## src/rtl/rtf_pkg.sv

```systemverilog
// Package: shared widths, operation codes, sequencer states and the
// control-word type passed from the sequencer to the datapath.
// Assumes a single-word instruction with the opcode in the top bits.
package rtf_pkg;
    localparam int DATA_W = 16;
    localparam int OPC_W  = 4;
    localparam int ADDR_W = DATA_W - OPC_W;

    localparam logic [OPC_W-1:0] OP_HALT  = 4'd0;
    localparam logic [OPC_W-1:0] OP_LOAD  = 4'd1;
    localparam logic [OPC_W-1:0] OP_STORE = 4'd2;
    localparam logic [OPC_W-1:0] OP_ADD   = 4'd3;
    localparam logic [OPC_W-1:0] OP_BRA   = 4'd4;

    typedef enum logic [3:0] {
        S_FADDR, S_FREAD, S_FCAP, S_FIR, S_DEC,
        S_XRD, S_XCAP, S_XALU, S_XST, S_XWR, S_XBR, S_HALT
    } seq_state_t;

    typedef struct packed {
        logic mar_from_pc;
        logic mar_from_opnd;
        logic rd;
        logic wr;
        logic pc_inc;
        logic pc_from_opnd;
        logic mdr_from_mem;
        logic mdr_from_acc;
        logic cir_from_mdr;
        logic acc_load;
        logic acc_add;
    } ctl_t;
endpackage

```

## src/rtl/rtf_acc_alu.sv

```systemverilog
// Module: accumulator operand selector and adder.
// Returns either the data register value (load) or the sum of the
// accumulator and data register, which wraps at W bits (add).
// Assumes the caller decides when the result is written back.
module rtf_acc_alu #(
    parameter int W = 16
) (
    input  logic         add_en,
    input  logic [W-1:0] acc,
    input  logic [W-1:0] mdr,
    output logic [W-1:0] result
);
    // Pick the pass-through or the modular sum.
    always_comb begin
        if (add_en) result = acc + mdr;
        else        result = mdr;
    end
endmodule

```

## src/rtl/rtf_seq.sv

```systemverilog
// Module: fetch/decode/execute sequencer.
// Walks one state per register transfer and emits a control word.
// Assumes the opcode input reflects the instruction register, which
// the datapath loads at the end of the S_FIR state.
module rtf_seq
    import rtf_pkg::*;
#(
    parameter int OW = OPC_W
) (
    input  logic          clk,
    input  logic          rst_n,
    input  logic [OW-1:0] opcode,
    output ctl_t          ctl,
    output logic          halted
);
    seq_state_t st, st_nx;

    // State register with synchronous active-low reset.
    always_ff @(posedge clk) begin
        if (!rst_n) st <= S_FADDR;
        else        st <= st_nx;
    end

    // Next-state selection and control word for each transfer step.
    always_comb begin
        ctl   = '0;
        st_nx = st;
        unique case (st)
            S_FADDR: begin ctl.mar_from_pc = 1'b1; st_nx = S_FREAD; end
            S_FREAD: begin ctl.rd = 1'b1; ctl.pc_inc = 1'b1; st_nx = S_FCAP; end
            S_FCAP:  begin ctl.mdr_from_mem = 1'b1; st_nx = S_FIR; end
            S_FIR:   begin ctl.cir_from_mdr = 1'b1; st_nx = S_DEC; end
            S_DEC: begin
                if (opcode == OP_HALT) begin
                    st_nx = S_HALT;
                end else if (opcode == OP_LOAD || opcode == OP_ADD) begin
                    ctl.mar_from_opnd = 1'b1;
                    st_nx = S_XRD;
                end else if (opcode == OP_STORE) begin
                    ctl.mar_from_opnd = 1'b1;
                    st_nx = S_XST;
                end else if (opcode == OP_BRA) begin
                    st_nx = S_XBR;
                end else begin
                    st_nx = S_FADDR;
                end
            end
            S_XRD:   begin ctl.rd = 1'b1; st_nx = S_XCAP; end
            S_XCAP:  begin ctl.mdr_from_mem = 1'b1; st_nx = S_XALU; end
            S_XALU: begin
                ctl.acc_load = 1'b1;
                ctl.acc_add  = (opcode == OP_ADD);
                st_nx = S_FADDR;
            end
            S_XST:   begin ctl.mdr_from_acc = 1'b1; st_nx = S_XWR; end
            S_XWR:   begin ctl.wr = 1'b1; st_nx = S_FADDR; end
            S_XBR:   begin ctl.pc_from_opnd = 1'b1; st_nx = S_FADDR; end
            S_HALT:  st_nx = S_HALT;
            default: st_nx = S_FADDR;
        endcase
    end

    assign halted = (st == S_HALT);

    AST_STROBE_EXCL: assert property (@(posedge clk) disable iff (!rst_n)
        !(ctl.rd && ctl.wr));
    AST_HALT_STICKY: assert property (@(posedge clk) disable iff (!rst_n)
        halted |=> halted);
    AST_HALT_QUIET: assert property (@(posedge clk) disable iff (!rst_n)
        halted |-> (!ctl.rd && !ctl.wr));
    AST_CAPTURE_AFTER_READ: assert property (@(posedge clk) disable iff (!rst_n)
        ctl.rd |=> ctl.mdr_from_mem);
endmodule

```

## src/rtl/rtf_datapath.sv

```systemverilog
// Module: register file of the controller (PC, MAR, MDR, CIR, ACC).
// Every memory address comes from MAR and every written word from MDR.
// Assumes at most one load source per register is active in a cycle.
module rtf_datapath
    import rtf_pkg::*;
#(
    parameter int DW = DATA_W,
    parameter int OW = OPC_W,
    parameter int AW = DW - OW
) (
    input  logic          clk,
    input  logic          rst_n,
    input  ctl_t          ctl,
    input  logic [DW-1:0] mem_rdata,
    output logic [AW-1:0] mem_addr,
    output logic [DW-1:0] mem_wdata,
    output logic [OW-1:0] opcode
);
    logic [AW-1:0] pc, mar;
    logic [DW-1:0] mdr, cir, acc, alu_out;
    logic [AW-1:0] opnd;

    assign opnd   = cir[AW-1:0];
    assign opcode = cir[DW-1:AW];

    rtf_acc_alu #(.W(DW)) u_alu (
        .add_en (ctl.acc_add),
        .acc    (acc),
        .mdr    (mdr),
        .result (alu_out)
    );

    // Program counter: advance on fetch or take the branch target.
    always_ff @(posedge clk) begin
        if (!rst_n)                pc <= '0;
        else if (ctl.pc_from_opnd) pc <= opnd;
        else if (ctl.pc_inc)       pc <= pc + AW'(1);
    end

    // Address register: fed from the PC for fetch, the operand otherwise.
    always_ff @(posedge clk) begin
        if (!rst_n)                 mar <= '0;
        else if (ctl.mar_from_pc)   mar <= pc;
        else if (ctl.mar_from_opnd) mar <= opnd;
    end

    // Data register: memory word on capture, accumulator before a store.
    always_ff @(posedge clk) begin
        if (!rst_n)                mdr <= '0;
        else if (ctl.mdr_from_mem) mdr <= mem_rdata;
        else if (ctl.mdr_from_acc) mdr <= acc;
    end

    // Instruction register: only ever loaded from the data register.
    always_ff @(posedge clk) begin
        if (!rst_n)                cir <= '0;
        else if (ctl.cir_from_mdr) cir <= mdr;
    end

    // Accumulator: result of load or add.
    always_ff @(posedge clk) begin
        if (!rst_n)            acc <= '0;
        else if (ctl.acc_load) acc <= alu_out;
    end

    assign mem_addr  = mar;
    assign mem_wdata = mdr;

    AST_FETCH_ADDR_PC: assert property (@(posedge clk) disable iff (!rst_n)
        ctl.pc_inc |-> (ctl.rd && mar == pc));
    AST_PC_INC: assert property (@(posedge clk) disable iff (!rst_n)
        ctl.pc_inc |=> (pc == $past(pc) + AW'(1)));
    AST_CIR_FROM_MDR: assert property (@(posedge clk) disable iff (!rst_n)
        ctl.cir_from_mdr |=> (cir == $past(mdr)));
    AST_WDATA_ACC: assert property (@(posedge clk) disable iff (!rst_n)
        ctl.wr |-> (mem_wdata == acc));
    AST_BRANCH_TARGET: assert property (@(posedge clk) disable iff (!rst_n)
        ctl.pc_from_opnd |=> (pc == $past(opnd)));
endmodule

```

## src/rtl/rtf_ctrl.sv

```systemverilog
// Module: top of the register-transfer fetch-execute controller.
// Joins the sequencer and the datapath and exposes the memory pins.
// Assumes synchronous memory with one cycle of read latency.
module rtf_ctrl
    import rtf_pkg::*;
#(
    parameter int DW = DATA_W,
    parameter int OW = OPC_W,
    parameter int AW = DW - OW
) (
    input  logic          clk,
    input  logic          rst_n,
    output logic [AW-1:0] mem_addr,
    output logic          mem_rd,
    output logic          mem_wr,
    output logic [DW-1:0] mem_wdata,
    input  logic [DW-1:0] mem_rdata,
    output logic          halted
);
    ctl_t          ctl;
    logic [OW-1:0] opcode;

    rtf_seq #(.OW(OW)) u_seq (
        .clk    (clk),
        .rst_n  (rst_n),
        .opcode (opcode),
        .ctl    (ctl),
        .halted (halted)
    );

    rtf_datapath #(.DW(DW), .OW(OW), .AW(AW)) u_dp (
        .clk       (clk),
        .rst_n     (rst_n),
        .ctl       (ctl),
        .mem_rdata (mem_rdata),
        .mem_addr  (mem_addr),
        .mem_wdata (mem_wdata),
        .opcode    (opcode)
    );

    assign mem_rd = ctl.rd;
    assign mem_wr = ctl.wr;
endmodule

```

## config.mk

```make
export PLATFORM = sky130hd
export DESIGN_NAME = rtf_ctrl
export DESIGN_NICKNAME = d
export VERILOG_FILES = /design/src/rtl/rtf_pkg.sv /design/src/rtl/rtf_acc_alu.sv /design/src/rtl/rtf_seq.sv /design/src/rtl/rtf_datapath.sv /design/src/rtl/rtf_ctrl.sv
export SDC_FILE = /design/constraint.sdc
export NUM_CORES = 1
export LEC_CHECK = 0
export ABC_AREA = 1
export BUFFER_PORTS_ARGS = -buffer_cell sky130_fd_sc_hd__buf_4
export CORE_MARGIN = 5
export CORE_UTILIZATION = 55
export DETAILED_ROUTE_END_ITERATION = 10
export PLACE_DENSITY = 0.83
export SLEW_MARGIN = 0
export SYNTH_ARGS = -nofsm -noshare
export SYNTH_HDL_FRONTEND = slang
export SYNTH_HIERARCHICAL = 1
export SYNTH_SLANG_ARGS = --single-unit
```

## constraint.sdc

```tcl
create_clock -name clk -period 2.1 [get_ports clk]
set_input_delay 0.315 -clock clk [delete_from_list [all_inputs] [get_ports clk]]
set_output_delay 0.315 -clock clk [all_outputs]
set_load 0.01 [all_outputs]
```

Word level (Yosys, flattened, before mapping)
Cells that the tools add are included.

Flip-flop bits (word level): 76. Output and inout bits: 31. Word-level logic and storage cells: 56. Input port bits: 18.

Equality and inequality tests: 15. Multiplexer cells: 25. $add $sub $neg: 2. Reduce and logical (&&, ||, !) cells: 8.

Operators with widths (number): two-way mux 12 bit (4); two-way mux 16 bit (3); one-hot mux 4 bit (9 select lines) (1); equality test 4 x 3 -> 1 bit, second input constant (5); adder 16 bit (1); equality test 4 x 2 -> 1 bit, second input constant (4); equality test 4 bit, second input constant (4); two-way mux 4 bit (4); adder 12 x 1 -> 12 bit, second input constant (1); two-way mux 1 bit (12); equality test 4 x 1 -> 1 bit, second input constant (2); logical NOT 4 bit (2); nonzero test 2 bit (3); OR reduction 2 bit (2); two-way mux 2 bit (1); logical OR 1 bit (1).

Logic depth before layout (Yosys ltp)
Depth in word-level cells: 7. Mapped depth: 13. Gate-level depth less buffers: 13.

Hierarchy
Netlist, hierarchy kept.

Modules (own cells, without submodules): rtf_datapath (cells each 418, times used 1, area an instance 3093.0 um2, seq. area each 1441.4 um2); rtf_acc_alu (cells each 221, times used 1, area an instance 1088.5 um2, seq. area each 0.0 um2); rtf_seq (cells each 66, times used 1, area an instance 351.6 um2, seq. area each 80.1 um2).

Worst setup path after synthesis
OpenSTA, ideal clock, no wires.

Path kind: reg-to-reg. From: register u_dp.cir[15]. To: register u_dp.acc[8]. Path buffers: 2. Period minus slack after synthesis: 1.851 ns. Path slack: 0.249 ns. Required time: 1.984 ns. Setup time: 0.116 ns. Stages on the path, launching flop included: 11. Arrival time: 1.735 ns. Path through: dfxtp_1 -> buf_4 -> nor2_1 -> nand2_1 -> nor4_1 -> inv_2 -> clkbuf_1 -> nand2_1 -> nand2_1 -> nor2_1 -> nor2_1.

RTL lines: from (decl) (RTL line rtf_datapath.sv:20) `logic [DW-1:0] mdr, cir, acc, alu_out;`; from (signal assigned) (RTL line rtf_datapath.sv:57) `else if (ctl.cir_from_mdr) cir <= mdr;`; to (signal assigned) (RTL line rtf_datapath.sv:63) `else if (ctl.acc_load) acc <= alu_out;`; to (decl) (RTL line rtf_datapath.sv:20).

Worst setup path in the final report
From: register u_dp.mdr[0], in the netlist u_dp/mem_wdata[0]. To: register u_dp.acc[6].

Word-level cells in the longest chain between the ends: 2.

Ends and longest elaborated chain: from (decl) (RTL line rtf_datapath.sv:20); from (signal assigned) (RTL line rtf_datapath.sv:50) `else if (ctl.mdr_from_mem) mdr <= mem_rdata;`; adder 16 bit (RTL line rtf_acc_alu.sv:15) `if (add_en) result = acc + mdr;`; two-way mux 16 bit (RTL line rtf_acc_alu.sv:15); net u_dp.alu_out[6] (RTL line rtf_datapath.sv:20).

The timed path passes the listed nets, and every way through them passes these cells. A chain may end at the register's enable or synchronous reset.

==> run_results.csv <==
group,metric,value,unit
run_status,outcome,"complete, no violations",
logic_synthesis,ys_seq_elements,76,
logic_synthesis,synth_commonest_cells,"nand2_1, inv_1, nor2_1",
worst_setup_path,crit_required,2.34,ns
logic_synthesis,syn_area_per_cell,6.43,um2
worst_setup_path,crit_fanout,4,
logic_synthesis,synth_top_cell_area_share,33.6,%
final_layout,drive_gt1_share,13.7,%
route,firstDrtPassIters,5,
worst_setup_path,path_class,"flop to flop",
timing,worst_pin_slew,0.701,ns
worst_setup_path,cp-startpoint,"u_dp/mem_wdata[0]",
logic_synthesis,synth_edf_count,0,
clocking,cts-buffers-inserted,9,
logic_synthesis,synth_ff_type,"dfxtp_1",
route,num_vias,4655,
logic_synthesis,synthesis.area,0.00453,mm2
final_layout,fill_cells,732,
timing,setup_tns,0,ns
final_layout,nets,782,
global_route,overflow,0,
global_route,track_usage,23.4,%
worst_setup_path,r2r_cells,11,
timing,slew_violations,0,
worst_setup_path,end_kind,"flop",
logic_synthesis,synthCells,705,
floorplan,num_io_pins,49,
timing,holdWs,0.275,ns
route,vias_per_cell,5.44,
worst_setup_path,worstReg2RegStart,"u_dp/mem_wdata[0]",
logic_synthesis,yosysWarnings,6,
clocking,post-cts-setup-buffers,0,
global_route,grt_max_degree,57,
logic_synthesis,yosys-top-cells-area,"dfxtp_1, nand2_1, inv_1",
route,routed_wl,11900,um
final_layout,syn_to_final_growth,14.9,%
final_layout,antennaDiodeCount,0,
timing,timing_hold_violations_final,0,
clocking,clk_pin_slew,0.09,ns
global_route,grt_pass1_wl,19600,um
timing,fmax,529,MHz
worst_setup_path,rrSetupSlack,0.21,ns
logic_synthesis,yosysMostFrequentCell,"nand2_1",
global_route,antenna_found_initial,0,
worst_setup_path,rr_endpoint,"u_dp/acc[6]",
power_and_ir_drop,power.leakage,2.65,nW
logic_synthesis,async_flop_share,0,%
clocking,cts_tree,"yes",
placement,place_hpwl,8700,um
clocking,root_buffer,"clkbuf_8",
route,drc,0,
global_route,grt_pass1_vias,4257,
floorplan,chipWidth,101,um
floorplan,rows,33,
hold_path,hp-class,"primary input to flop",
clocking,cts_max_level,3,
power_and_ir_drop,ir_worst_vdd,0.503,mV
route,wl_per_cell,13.9,um
power_and_ir_drop,power_density,1000,mW/mm2
timing,finalCriticalPeriod,1.89,ns
floorplan,dieArea,0.0102,mm2
timing,clock_skew,0.0124,ns
clocking,cts_sinks,76,
placement,finalWeightedCongestion,0.927,
floorplan,die_h,101,um
timing,period_share,90.1,%
final_layout,regArea,0.00152,mm2
clocking,clock_latency,0.34,ns
timing,maxSlewHeadroom,53.1,%
worst_setup_path,crit_end,"u_dp/acc[6]",
logic_synthesis,netlist.top_cell.by_area,"dfxtp_1",
floorplan,fp.coreArea,0.00813,mm2
route,drt_iter0_drc,393,
worst_setup_path,critPathArrivalTime,2.13,ns
route,antenna_left,0,
floorplan,start_util,55.7,%
logic_synthesis,syn-num-nets,740,
logic_synthesis,seq_area_frac_synth,33.6,%
timing,setup_violations,0,
run,drv_cap,0,
final_layout,multi_input_area,0.00249,mm2
timing,rsz0062_at_grt,"false",
logic_synthesis,synth.distinct_cells,37,
clocking,clockBufferDepth,2,
placement,io_buffers,48,
worst_setup_path,start_kind,"flop",
==> repair_timing <==
action	4_1_cts	5_1_grt
hold buffers	0	0
resized for setup	0	1
setup endpoints to repair	0	1
hold endpoints to repair	0	0
==> placed cells by master (no fill, tap or decap), types with 3 or more instances in the layout <==
master / n
bufinv_16: 3
nor2_1: 90
inv_2: 7
nor3_1: 14
nand3_1: 45
xor2_1: 3
o221ai_1: 12
inv_1: 91
ha_1: 15
or2_1: 5
a22oi_1: 7
nand2_1: 179
clkbuf_8: 9
nand2_2: 10
dfxtp_1: 76
o211ai_1: 6
xnor2_1: 4
o21ai_0: 55
buf_4: 61
nand3b_1: 3
a21oi_1: 34
==> layout make-up <==
type,instances,area share [%]
clock buffers,9,2.38
multi-input cells,500,47.8
inverters,99,7.14
clock inverters,6,2.14
well taps,105,2.52
repair buffers,61,8.79
flip-flops and latches,76,29.2
==> metrics by stage <==
stage,total power [mW],util (%),cell area (um2),cells,setup WS [ns]
6_report,5.23,64.0,5210,856,0.209
4_1_cts,5.22,64.0,5200,856,0.191
3_5_place_dp,3.88,61.1,4970,841,0.213
3_3_place_gp,3.83,61.1,4970,841,0.262
2_1_floorplan,3.24,-,4530,705,0.249
5_1_grt,5.55,64.0,5210,856,0.0123
==> worst min-delay path by stage <==
stage,start,cells after the start,to
5_1_grt,mem_rdata[14],5,u_dp/mem_wdata[14]
3_5_place_dp,u_dp/cir[4],2,u_dp/pc[4]
2_1_floorplan,u_dp/cir[4],2,u_dp/pc[4]
3_3_place_gp,u_dp/cir[4],2,u_dp/pc[4]
4_1_cts,mem_rdata[13],5,u_dp/mem_wdata[13]
6_report,mem_rdata[13],5,u_dp/mem_wdata[13]
==> critical path, stage by stage (launching register included) <==
cell and delay (ns):
dfxtp_1 0.35, ha_2 0.21, fa_1 0.38, nand2_1 0.10, nand2_1 0.08, nand3_1 0.07
nand2_1 0.10, or2_1 0.23, nand3_1 0.07, nand2_1 0.05, nor2_1 0.10, nor2_1 0.06
==> sequential cells by signal, summed over array words and instances (netlist names) <==
name,flops
u_dp/mem_wdata,16
u_dp/cir,16
u_seq/st,4
u_dp/acc,16
u_dp/mem_addr,12
u_dp/pc,12
==> where the power goes <==
group	total (mW)	switching, mW	internal (mW)
Clock	1.35	0.561	0.785
Sequential	1.98	0.252	1.73
Combinational	1.90	1.19	0.715
Total	5.23	2.00	3.23
==> logic make-up after synthesis <==
logic type,count (synthesis),synth area share [%]
AND/OR/NAND/NOR,356,33.1
buffers and inverters,129,11.7
AO/OA/AOI/OAI,120,15.5
flip-flops,76,33.6
adder cells (fa/ha/maj),17,4.86
XOR/XNOR,7,1.35
==> routing by layer <==
metal / GRT usage (%) / wire length, um / up-vias
li1: - / - / 2333
met1: 30.8 / 5230 / 2126
met2: 38.3 / 5590 / 174
met3: 4.78 / 879 / 22
met4: 7.67 / 176 / 0
met5: 0 / 0 / -
Note: power is estimated with default switching activity, not from simulation.
